--- config.mk ---
export PLATFORM = sky130hd
export DESIGN_NAME = vlc_step_eval
export DESIGN_NICKNAME = d
export VERILOG_FILES = /design/src/rtl/vlc_pkg.sv /design/src/rtl/vlc_step_eval.sv
export SDC_FILE = /design/constraint.sdc
export NUM_CORES = 1
export LEC_CHECK = 0
export BUFFER_PORTS_ARGS = -buffer_cell sky130_fd_sc_hd__buf_2
export CORE_UTILIZATION = 40
export DETAILED_ROUTE_END_ITERATION = 8
export MAX_ROUTING_LAYER = met4
export PLACE_DENSITY = 0.67
export SLEW_MARGIN = 20
export SYNTH_ARGS = -nofsm -noshare
export SYNTH_HDL_FRONTEND = slang
export SYNTH_SLANG_ARGS = --single-unit
--- constraint.sdc ---
create_clock -name vclk -period 23.1
set_input_delay 3.465 -clock vclk [all_inputs]
set_output_delay 3.465 -clock vclk [all_outputs]
set_load 0.1 [all_outputs]
--- src/rtl/vlc_pkg.sv ---
package vlc_pkg;
  typedef enum logic [2:0] {
    FLT_NONE = 3'd0,
    FLT_DEC  = 3'd1,
    FLT_FLAT = 3'd2,
    FLT_LOW  = 3'd3,
    FLT_HIGH = 3'd4,
    FLT_VORD = 3'd5
  } fault_e;
endpackage

--- src/rtl/vlc_step_eval.sv ---
// Combinational judgement of one step between the previous and current entry.
module vlc_step_eval #(
  parameter int VW   = 12,
  parameter int CW   = 16,
  parameter int GW   = 12,
  parameter int FRAC = 4
) (
  input  logic              have_prev,
  input  logic [VW-1:0]     prev_volt,
  input  logic [CW-1:0]     prev_count,
  input  logic [VW-1:0]     cur_volt,
  input  logic [CW-1:0]     cur_count,
  input  logic [GW-1:0]     gain_min,
  input  logic [GW-1:0]     gain_max,
  output vlc_pkg::fault_e   step_code
);
  import vlc_pkg::*;

  localparam int LW = CW + FRAC;
  localparam int RW = GW + VW;
  localparam int PW = ((LW > RW) ? LW : RW) + 1;

  logic [VW-1:0] dv;
  logic [CW-1:0] dc;
  logic [PW-1:0] lhs;
  logic [PW-1:0] rmin;
  logic [PW-1:0] rmax;
  logic          v_bad;
  logic          c_dec;
  logic          c_flat;

  assign dv     = cur_volt - prev_volt;
  assign dc     = cur_count - prev_count;
  assign v_bad  = (cur_volt <= prev_volt);
  assign c_dec  = (cur_count < prev_count);
  assign c_flat = (cur_count == prev_count);

  generate
    if (FRAC == 0) begin : g_nofrac
      assign lhs = PW'(dc);
    end else begin : g_frac
      assign lhs = PW'(dc) << FRAC;
    end
  endgenerate

  assign rmin = PW'(gain_min) * PW'(dv);
  assign rmax = PW'(gain_max) * PW'(dv);

  always_comb begin
    step_code = FLT_NONE;
    if (have_prev) begin
      if (v_bad)            step_code = FLT_VORD;
      else if (c_dec)       step_code = FLT_DEC;
      else if (c_flat)      step_code = FLT_FLAT;
      else if (lhs < rmin)  step_code = FLT_LOW;
      else if (lhs > rmax)  step_code = FLT_HIGH;
    end
  end

  // an order fault never coexists with a pass code on a compared step
  always_comb begin
    a_r6_order_wins: assert (!(have_prev && v_bad) || step_code == FLT_VORD)
      else $error("a_r6_order_wins");
  end
endmodule

==> impl_results.md, run 1 <==
* Critical Path Source Type: primary input
* First-pass GRT wire length at 51.8 mm
* IO Port Bufs at 84
* Post-route minimum period at around 16 ns
* Chip height at around 170 µm
* FF+latch count at 0
* Post-route antenna net violation count at 0
* RSZ-0062 raised after global routing: no
* Slew HR at 19.4%
* Most frequent cells in the layout: inv_1, nand2_1, fa_1
* Final Hold Vio Count at 0
* Fill count at between 2,000 and 3,000
* All-layer global routing usage at between 20% and 30%
* Slowest cell on crit path: fa_1
* Min Hold Slack at 7.42 ns
* Design Area, Final at about 0.013 mm²
* Fin. max-slew vios at 0
* Multi-input logic area at about 0.011 mm²
* Mapped Avg Cell Area at just over 8 µm²
* Drt first pass iters at 5
* Die X-Extent at around 170 µm
* Max Freq at around 62 MHz
* 1st-iter DRT viols at roughly 500
* WHS Endpoint: step_code[0]
* Drt wl/cell at about 16 µm
* Post-CTS sizing at 0
* Seq/Total Area, Yosys at 0%
* Cts hold-fix bufs at 0
* Slowest Stage Delay on Critical Path at between 0.5 and 0.6 ns
* Worst-margin pin slew at between 1 and 1.5 ns
* Remaining Overflow, GRT at 0
* Crit path DAT at between 10 and 15 ns
* CP Class: in2out
* Final nets at about 2,000
* Post-Synthesis Cells at around 1,500
* Reg area at 0 µm²
* DR DRC count at 0
* Max-cap violations at 0
* Post-Layout Cell Count at approximately 1,900
* Hold depth at 3
* Worst hold start: have_prev
* CP Capture Type: primary output
* DIE AREA at slightly above 0.03 mm²
* Worst Path Required at 19.64 ns
* Postcts setup bufs at 0
* Ports at 84
* Post-DP HPWL at ~25 mm
* Status: finished, final reports clean
* Cell area after synthesis at 0.0119 mm²
* Largest net degree at the start of global routing at between 50 and 60
* Critical Path Fanout Max at 19
* Via density at slightly above 5
* Layout area overhead at 6.95%
* Starting Density at 41.1%
* Final wirelength at around 30 mm
* CLK BUF at 0
* Vias at approximately 9,800
* Synthesis Warnings at 0
* CP dominant cell by count: fa_1
* Final GP Congestion at 0.913
* Min-Delay Path Class: in2out
* Cell variety after synth at 66
* Layout cell share with drive strength beyond 1 at between 7 and 8%
* Placed Area at 0.0127 mm²
* Commonest non-fill, non-tap cell in the layout: inv_1
* Final period utilization at a little over two thirds
* FP Rows at 62
* Post-Syn Nets at around 2,000
* Final setup vio count at 0
* Setup_tns at 0 ns
* Vias in the first global route at 10,200
* Placed Cells at around 1,900
* Inserted Diodes at 0
* Core Region at 0.0290 mm²
* Initial antenna violation count at 0
per-layer routing:
layer,wire [µm],global-route usage [%],up-vias
met5,0,-,-
met4,724,4.67,0
met3,1910,2.31,42
met2,12800,32.0,341
met1,14800,31.4,4775
li1,-,-,4666
worst max-delay path by stage:
stage               slack [ns]  cells after the start         start      endpoint
finish                    6.84                     41  prev_volt[1]  step_code[1]
global route              6.22                     41  prev_volt[1]  step_code[1]
CTS                       6.70                     39   cur_volt[0]  step_code[1]
detailed placement        6.79                     39   cur_volt[0]  step_code[1]
global placement          7.05                     39   cur_volt[0]  step_code[1]
floorplan                 6.53                     39  prev_volt[1]  step_code[1]
Yosys cell counts (all sizes together), types with 3 or more instances:
master	n	area, µm²
o41a	3	33.8
fa	202	4040
inv	330	1240
nand2	227	852
a21oi	50	250
nor2	35	131
mux2i	15	150
nand2b	31	194
o21bai	7	52.6
clkbuf	53	199
or3	3	18.8
o41ai	3	52.6
o21a	8	60.1
nand3	18	95.1
a2111oi	3	33.8
buf	3	20.0
and3	3	18.8
xor2	21	184
a211oi	7	52.6
and2	86	538
xnor2	32	280
nor3	17	85.1
a221oi	4	41.3
ha	184	2300
o211ai	5	37.5
o21ai	40	204
a31oi	3	31.3
nand4	10	62.6
mux2	12	135
a21o	21	158
nor2b	14	87.6
critical path, delay by kind of cell:
| family | cells | cell delay (ns) |
|---|---|---|
| fa+ha+maj | 8 | 3.27 |
| xor+xnor | 1 | 0.18 |
| compound gates | 13 | 2.48 |
| mux | 1 | 0.37 |
| buf+inv | 7 | 1.16 |
| simple gates | 11 | 1.81 |
cell families after synthesis:
| logic type | after synthesis | share of synthesized area [%] |
|---|---|---|
| AND/OR/NAND/NOR | 460 | 18.6 |
| adder cells (fa/ha/maj) | 386 | 53.3 |
| multiplexers | 27 | 2.39 |
| XOR/XNOR | 53 | 3.90 |
| AO/OA/AOI/OAI | 168 | 9.59 |
| buffers and inverters | 386 | 12.2 |
final cells by class:
class / count / share of cell area (%)
multi-input cells: 1094 / 82.7
well taps: 384 / 3.77
inverters: 330 / 9.72
repair buffers: 93 / 3.83
through the flow:
stage          utilization (%)  worst slack, ns
3_3_place_gp              43.9             7.05
6_report                  43.9             6.84
3_5_place_dp              43.9             6.79
2_1_floorplan                -             6.53
4_1_cts                   43.9             6.70
5_1_grt                   43.9             6.22
Power of run 1 is not shown: default switching activity piles up to over one toggle a cycle in this logic, so the estimate is an artifact.
==> run 2, diff against run 1 <==
==> constraint.sdc (replaced) <==
create_clock -name vclk -period 16.2
set_input_delay 2.43 -clock vclk [all_inputs]
set_output_delay 2.43 -clock vclk [all_outputs]
set_load 0.1 [all_outputs]
==> impl_results.md, run 2 (synthesis results as in run 1) <==
* Status: finished, final reports clean (unchanged)
* Final period utilization at between 80% and 90%
* Final nets at 1,987 (was 1,986)
* CLK BUF at 0 (unchanged)
* Worst-margin pin slew at 1.22 ns (was 1.21 ns)
* Commonest non-fill, non-tap cell in the layout: inv_1 (unchanged)
* Starting Density at 41.1% (unchanged)
* DIE AREA at 0.0305 mm² (unchanged)
* Setup_tns at 0 ns (unchanged)
* Largest net degree at the start of global routing at 51 (unchanged)
* Fin. max-slew vios at 0 (unchanged)
* Final Hold Vio Count at 0 (unchanged)
* Critical Path Source Type: primary input (unchanged)
* Worst Path Required at 13.77 ns (was 19.64 ns)
* Drt first pass iters at 5 (unchanged)
* Post-route antenna net violation count at 0 (unchanged)
* Final core utilization at 43.9% (unchanged)
* Slowest cell on crit path: fa_1 (unchanged)
* IO Port Bufs at 84 (unchanged)
* CP Capture Type: primary output (unchanged)
* Worst setup path endpoint: step_code[1] (unchanged)
* Worst Setup SP: prev_volt[1] (unchanged)
* CP Class: in2out (unchanged)
* Layout cell share with drive strength beyond 1 at 7.58% (about the same)
* DR DRC count at 0 (unchanged)
* Inserted Diodes at 0 (unchanged)
* Remaining Overflow, GRT at 0 (unchanged)
* Worst hold start: have_prev (unchanged)
* Core Region at 0.0290 mm² (unchanged)
* CP dominant cell by count: fa_1 (unchanged)
* Post-DP HPWL at 24.8 mm (about the same)
* Max Freq at 70.8 MHz
* Multi-input logic area at 0.0105 mm² (about the same)
* Drt wl/cell at 16.1 µm (was 15.9 µm)
* Post-route minimum period at between 10 and 15 ns
* Reg area at 0 µm² (unchanged)
* Final wirelength at 30.6 mm (was 30.2 mm)
* Critical Path Fanout Max at 19 (unchanged)
* Layout area overhead at 6.95% (unchanged)
* Final setup vio count at 0 (unchanged)
* Postcts setup bufs at 0 (unchanged)
* Ports at 84 (unchanged)
* Vias at 9,842 (was 9,824)
* 1st-iter DRT viols at 667 (was 495)
* Vias in the first global route at 10,200 (about the same)
* Final GP Congestion at 0.904 (was 0.913)
* Post-CTS sizing at 0 (unchanged)
* Slowest Stage Delay on Critical Path at 0.52 ns (about the same)
* Chip height at 175 µm (unchanged)
* Slew HR at 18.5% (was 19.4%)
* First-pass GRT wire length at 52.0 mm (was 51.8 mm)
* RSZ-0062 raised after global routing: no (unchanged)
* Min-Delay Path Class: in2out (unchanged)
* Most frequent cells in the layout: inv_1, nand2_1, fa_1 (unchanged)
* All-layer global routing usage at 21.6% (was 21.5%)
* Fill count at 2,893 (was 2,918)
* Initial antenna violation count at 0 (unchanged)
* FP Rows at 62 (unchanged)
* Die X-Extent at 175 µm (unchanged)
* Crit path DAT at 11.70 ns (was 12.79 ns)
* Cts hold-fix bufs at 0 (unchanged)
* FF+latch count at 0 (unchanged)
* Via density at 5.17 (about the same)
* Max-cap violations at 0 (unchanged)
run 2: cell types whose count changed in the layout (fill, tap and decap cells not counted), sizes merged:
cell  previous run  this run
buf             93        94
run 2: layout make-up:
class / instances / area share, %
Tap cell: 384 / 3.77
Timing Repair Buffer: 94 / 3.89
Multi-Input combinational cell: 1094 / 82.6
Inverter: 330 / 9.72
run 2: worst max-delay path, delay by kind of cell:
kind / cells / cell delay, ns
compound gates: 13 / 2.49
xor+xnor: 1 / 0.17
fa+ha+maj: 8 / 3.24
buf+inv: 7 / 1.14
mux: 1 / 0.37
simple gates: 11 / 1.84
run 2: metal layers:
metal  share of wire [%]  wire length, µm  track usage [%]
met1                  48            14600             31.5
met2                  43            13000             32.4
met3                 7.8             2390             2.55
met4                 2.0              624             4.24
met5                   0                0                -
run 2: how the worst min path moves through the flow:
stage | end | slack, ns | cells past startpoint
floorplan | step_code[0] | 5.26 | 1
detailed placement | step_code[0] | 5.34 | 3
global route | step_code[0] | 5.36 | 3
global placement | step_code[0] | 5.34 | 3
CTS | step_code[0] | 5.35 | 3
finish | step_code[0] | 5.35 | 3
run 2: stage by stage:
stage,setup WS (ns),hold slack [ns],std cells,instance area [µm²]
2_1_floorplan,1.70,5.26,1480,11900
3_3_place_gp,2.45,5.34,1902,12700
3_5_place_dp,2.18,5.34,1902,12700
4_1_cts,2.13,5.35,1902,12700
5_1_grt,1.48,5.36,1902,12700
6_report,2.07,5.35,1902,12700
Power of run 2 is left out for the same reason.
==> run 3, diff against run 2 <==
--- a/config.mk
+++ b/config.mk
@@ -6,10 +6,11 @@
 export NUM_CORES = 1
 export LEC_CHECK = 0
 export BUFFER_PORTS_ARGS = -buffer_cell sky130_fd_sc_hd__buf_2
-export CORE_UTILIZATION = 40
+export CORE_MARGIN = 2
+export CORE_UTILIZATION = 50
 export DETAILED_ROUTE_END_ITERATION = 8
 export MAX_ROUTING_LAYER = met4
-export PLACE_DENSITY = 0.67
+export PLACE_DENSITY = 0.78
 export SLEW_MARGIN = 20
 export SYNTH_ARGS = -nofsm -noshare
 export SYNTH_HDL_FRONTEND = slang
==> impl_results.md, run 3 (synthesis results as in run 1) <==
* Slowest Stage Delay on Critical Path at 0.76 ns (was 0.52 ns)
* All-layer global routing usage at 25.1% (was 21.6%)
* Cts hold-fix bufs at 0 (unchanged)
* Critical Path Fanout Max at 13 (was 19)
* Hold depth at 3 (unchanged)
* DIE AREA at 0.0251 mm² (was 0.0305 mm²)
* Drt first pass iters at 5 (unchanged)
* Starting Density at 50.9% (was 41.1%)
* Layout area overhead at 6.01% (was 6.95%)
* Max Freq at 70.1 MHz (was 70.8 MHz)
* Via density at 5.36 (was 5.17)
* Final setup vio count at 0 (unchanged)
* Cell family with most CP delay: adder cells (unchanged)
* Final wirelength at 28.8 mm (was 30.6 mm)
* Worst Path Required at 13.77 ns (about the same)
* CP Class: in2out (unchanged)
* Max-cap violations at 0 (unchanged)
* Final nets at 1,988 (was 1,987)
* Status: finished, final reports clean (unchanged)
* Chip height at 158 µm (was 175 µm)
* Slew HR at 24.3% (was 18.5%)
* Initial antenna violation count at 0 (unchanged)
* Setup_tns at 0 ns (unchanged)
* Final GP Congestion at 0.908 (was 0.904)
* Path length in cells of the critical path at 38 (was 41)
* FF+latch count at 0 (unchanged)
* Reg area at 0 µm² (unchanged)
* Crit path DAT at 11.83 ns (was 11.70 ns)
* Crit path buf inv count at 7 (unchanged)
* Fin. max-slew vios at 0 (unchanged)
* CP Capture Type: primary output (unchanged)
* Vias in the first global route at 10,200 (about the same)
* CLK BUF at 0 (unchanged)
* 1st-iter DRT viols at 585 (was 667)
* Ports at 84 (unchanged)
* Worst-margin pin slew at 1.13 ns (was 1.22 ns)
* Remaining Overflow, GRT at 0 (unchanged)
* Post-DP HPWL at 23.8 mm (was 24.8 mm)
* Min-Delay Path Class: in2out (unchanged)
* Layout cell share with drive strength beyond 1 at 7.64% (was 7.58%)
* Critical Path Source Type: primary input (unchanged)
* Drt wl/cell at 15.7 µm (was 16.1 µm)
* Postcts setup bufs at 0 (unchanged)
* Core Region at 0.0234 mm² (was 0.0290 mm²)
* Post-route antenna net violation count at 0 (unchanged)
* Post-CTS sizing at 0 (unchanged)
* Min Hold Slack at 5.38 ns (was 5.35 ns)
* Commonest non-fill, non-tap cell in the layout: inv_1 (unchanged)
* Post-route minimum period at 14.26 ns (was 14.13 ns)
* Fill count at 2,178 (was 2,893)
* Inserted Diodes at 0 (unchanged)
* Die X-Extent at 158 µm (was 175 µm)
* CP dominant cell by count: fa_1 (unchanged)
* Vias at 9,844 (was 9,842)
* IO Port Bufs at 84 (unchanged)
* DR DRC count at 0 (unchanged)
* RSZ-0062 raised after global routing: no (unchanged)
* Largest net degree at the start of global routing at 51 (unchanged)
* Final Hold Vio Count at 0 (unchanged)
* First-pass GRT wire length at 49.4 mm (was 52.0 mm)
* Most frequent cells in the layout: inv_1, nand2_1, fa_1 (unchanged)
* Slowest cell on crit path: o41ai_4 (was fa_1)
* Final period utilization at 88.0% (was 87.2%)
* FP Rows at 56 (was 62)
==> run 3: cell type report <==
cell class         instances  area [µm²]  share of cell area, %
multi-input cells       1094       10500                   83.0
inverters                330        1240                   9.81
well taps                319         399                   3.16
repair buffers            95         503                   3.98
==> run 3: per-layer routing <==
layer | part of all wire, % | up-vias | GRT usage (%)
met5 | 0 | - | -
met4 | 2.2 | 0 | 4.85
met3 | 8.4 | 60 | 3.48
met2 | 44 | 416 | 39.1
met1 | 46 | 4697 | 35.3
li1 | - | 4671 | -
==> run 3: metrics by stage <==
step           utilization (%)  cells  worst slack (ns)  area [µm²]
2_1_floorplan                -   1480              1.70       11900
3_3_place_gp              54.0   1838              2.13       12600
3_5_place_dp              54.0   1838              2.02       12600
4_1_cts                   54.0   1838              1.97       12600
5_1_grt                   54.0   1838              1.19       12600
6_report                  54.0   1838              1.94       12600
==> run 3: final timing paths <==
path / start / to / slack, ns
worst max-delay path: prev_volt[1] / step_code[2] / 1.94
worst min-delay path: have_prev / step_code[0] / 5.38
Power of run 3 is left out for the same reason.
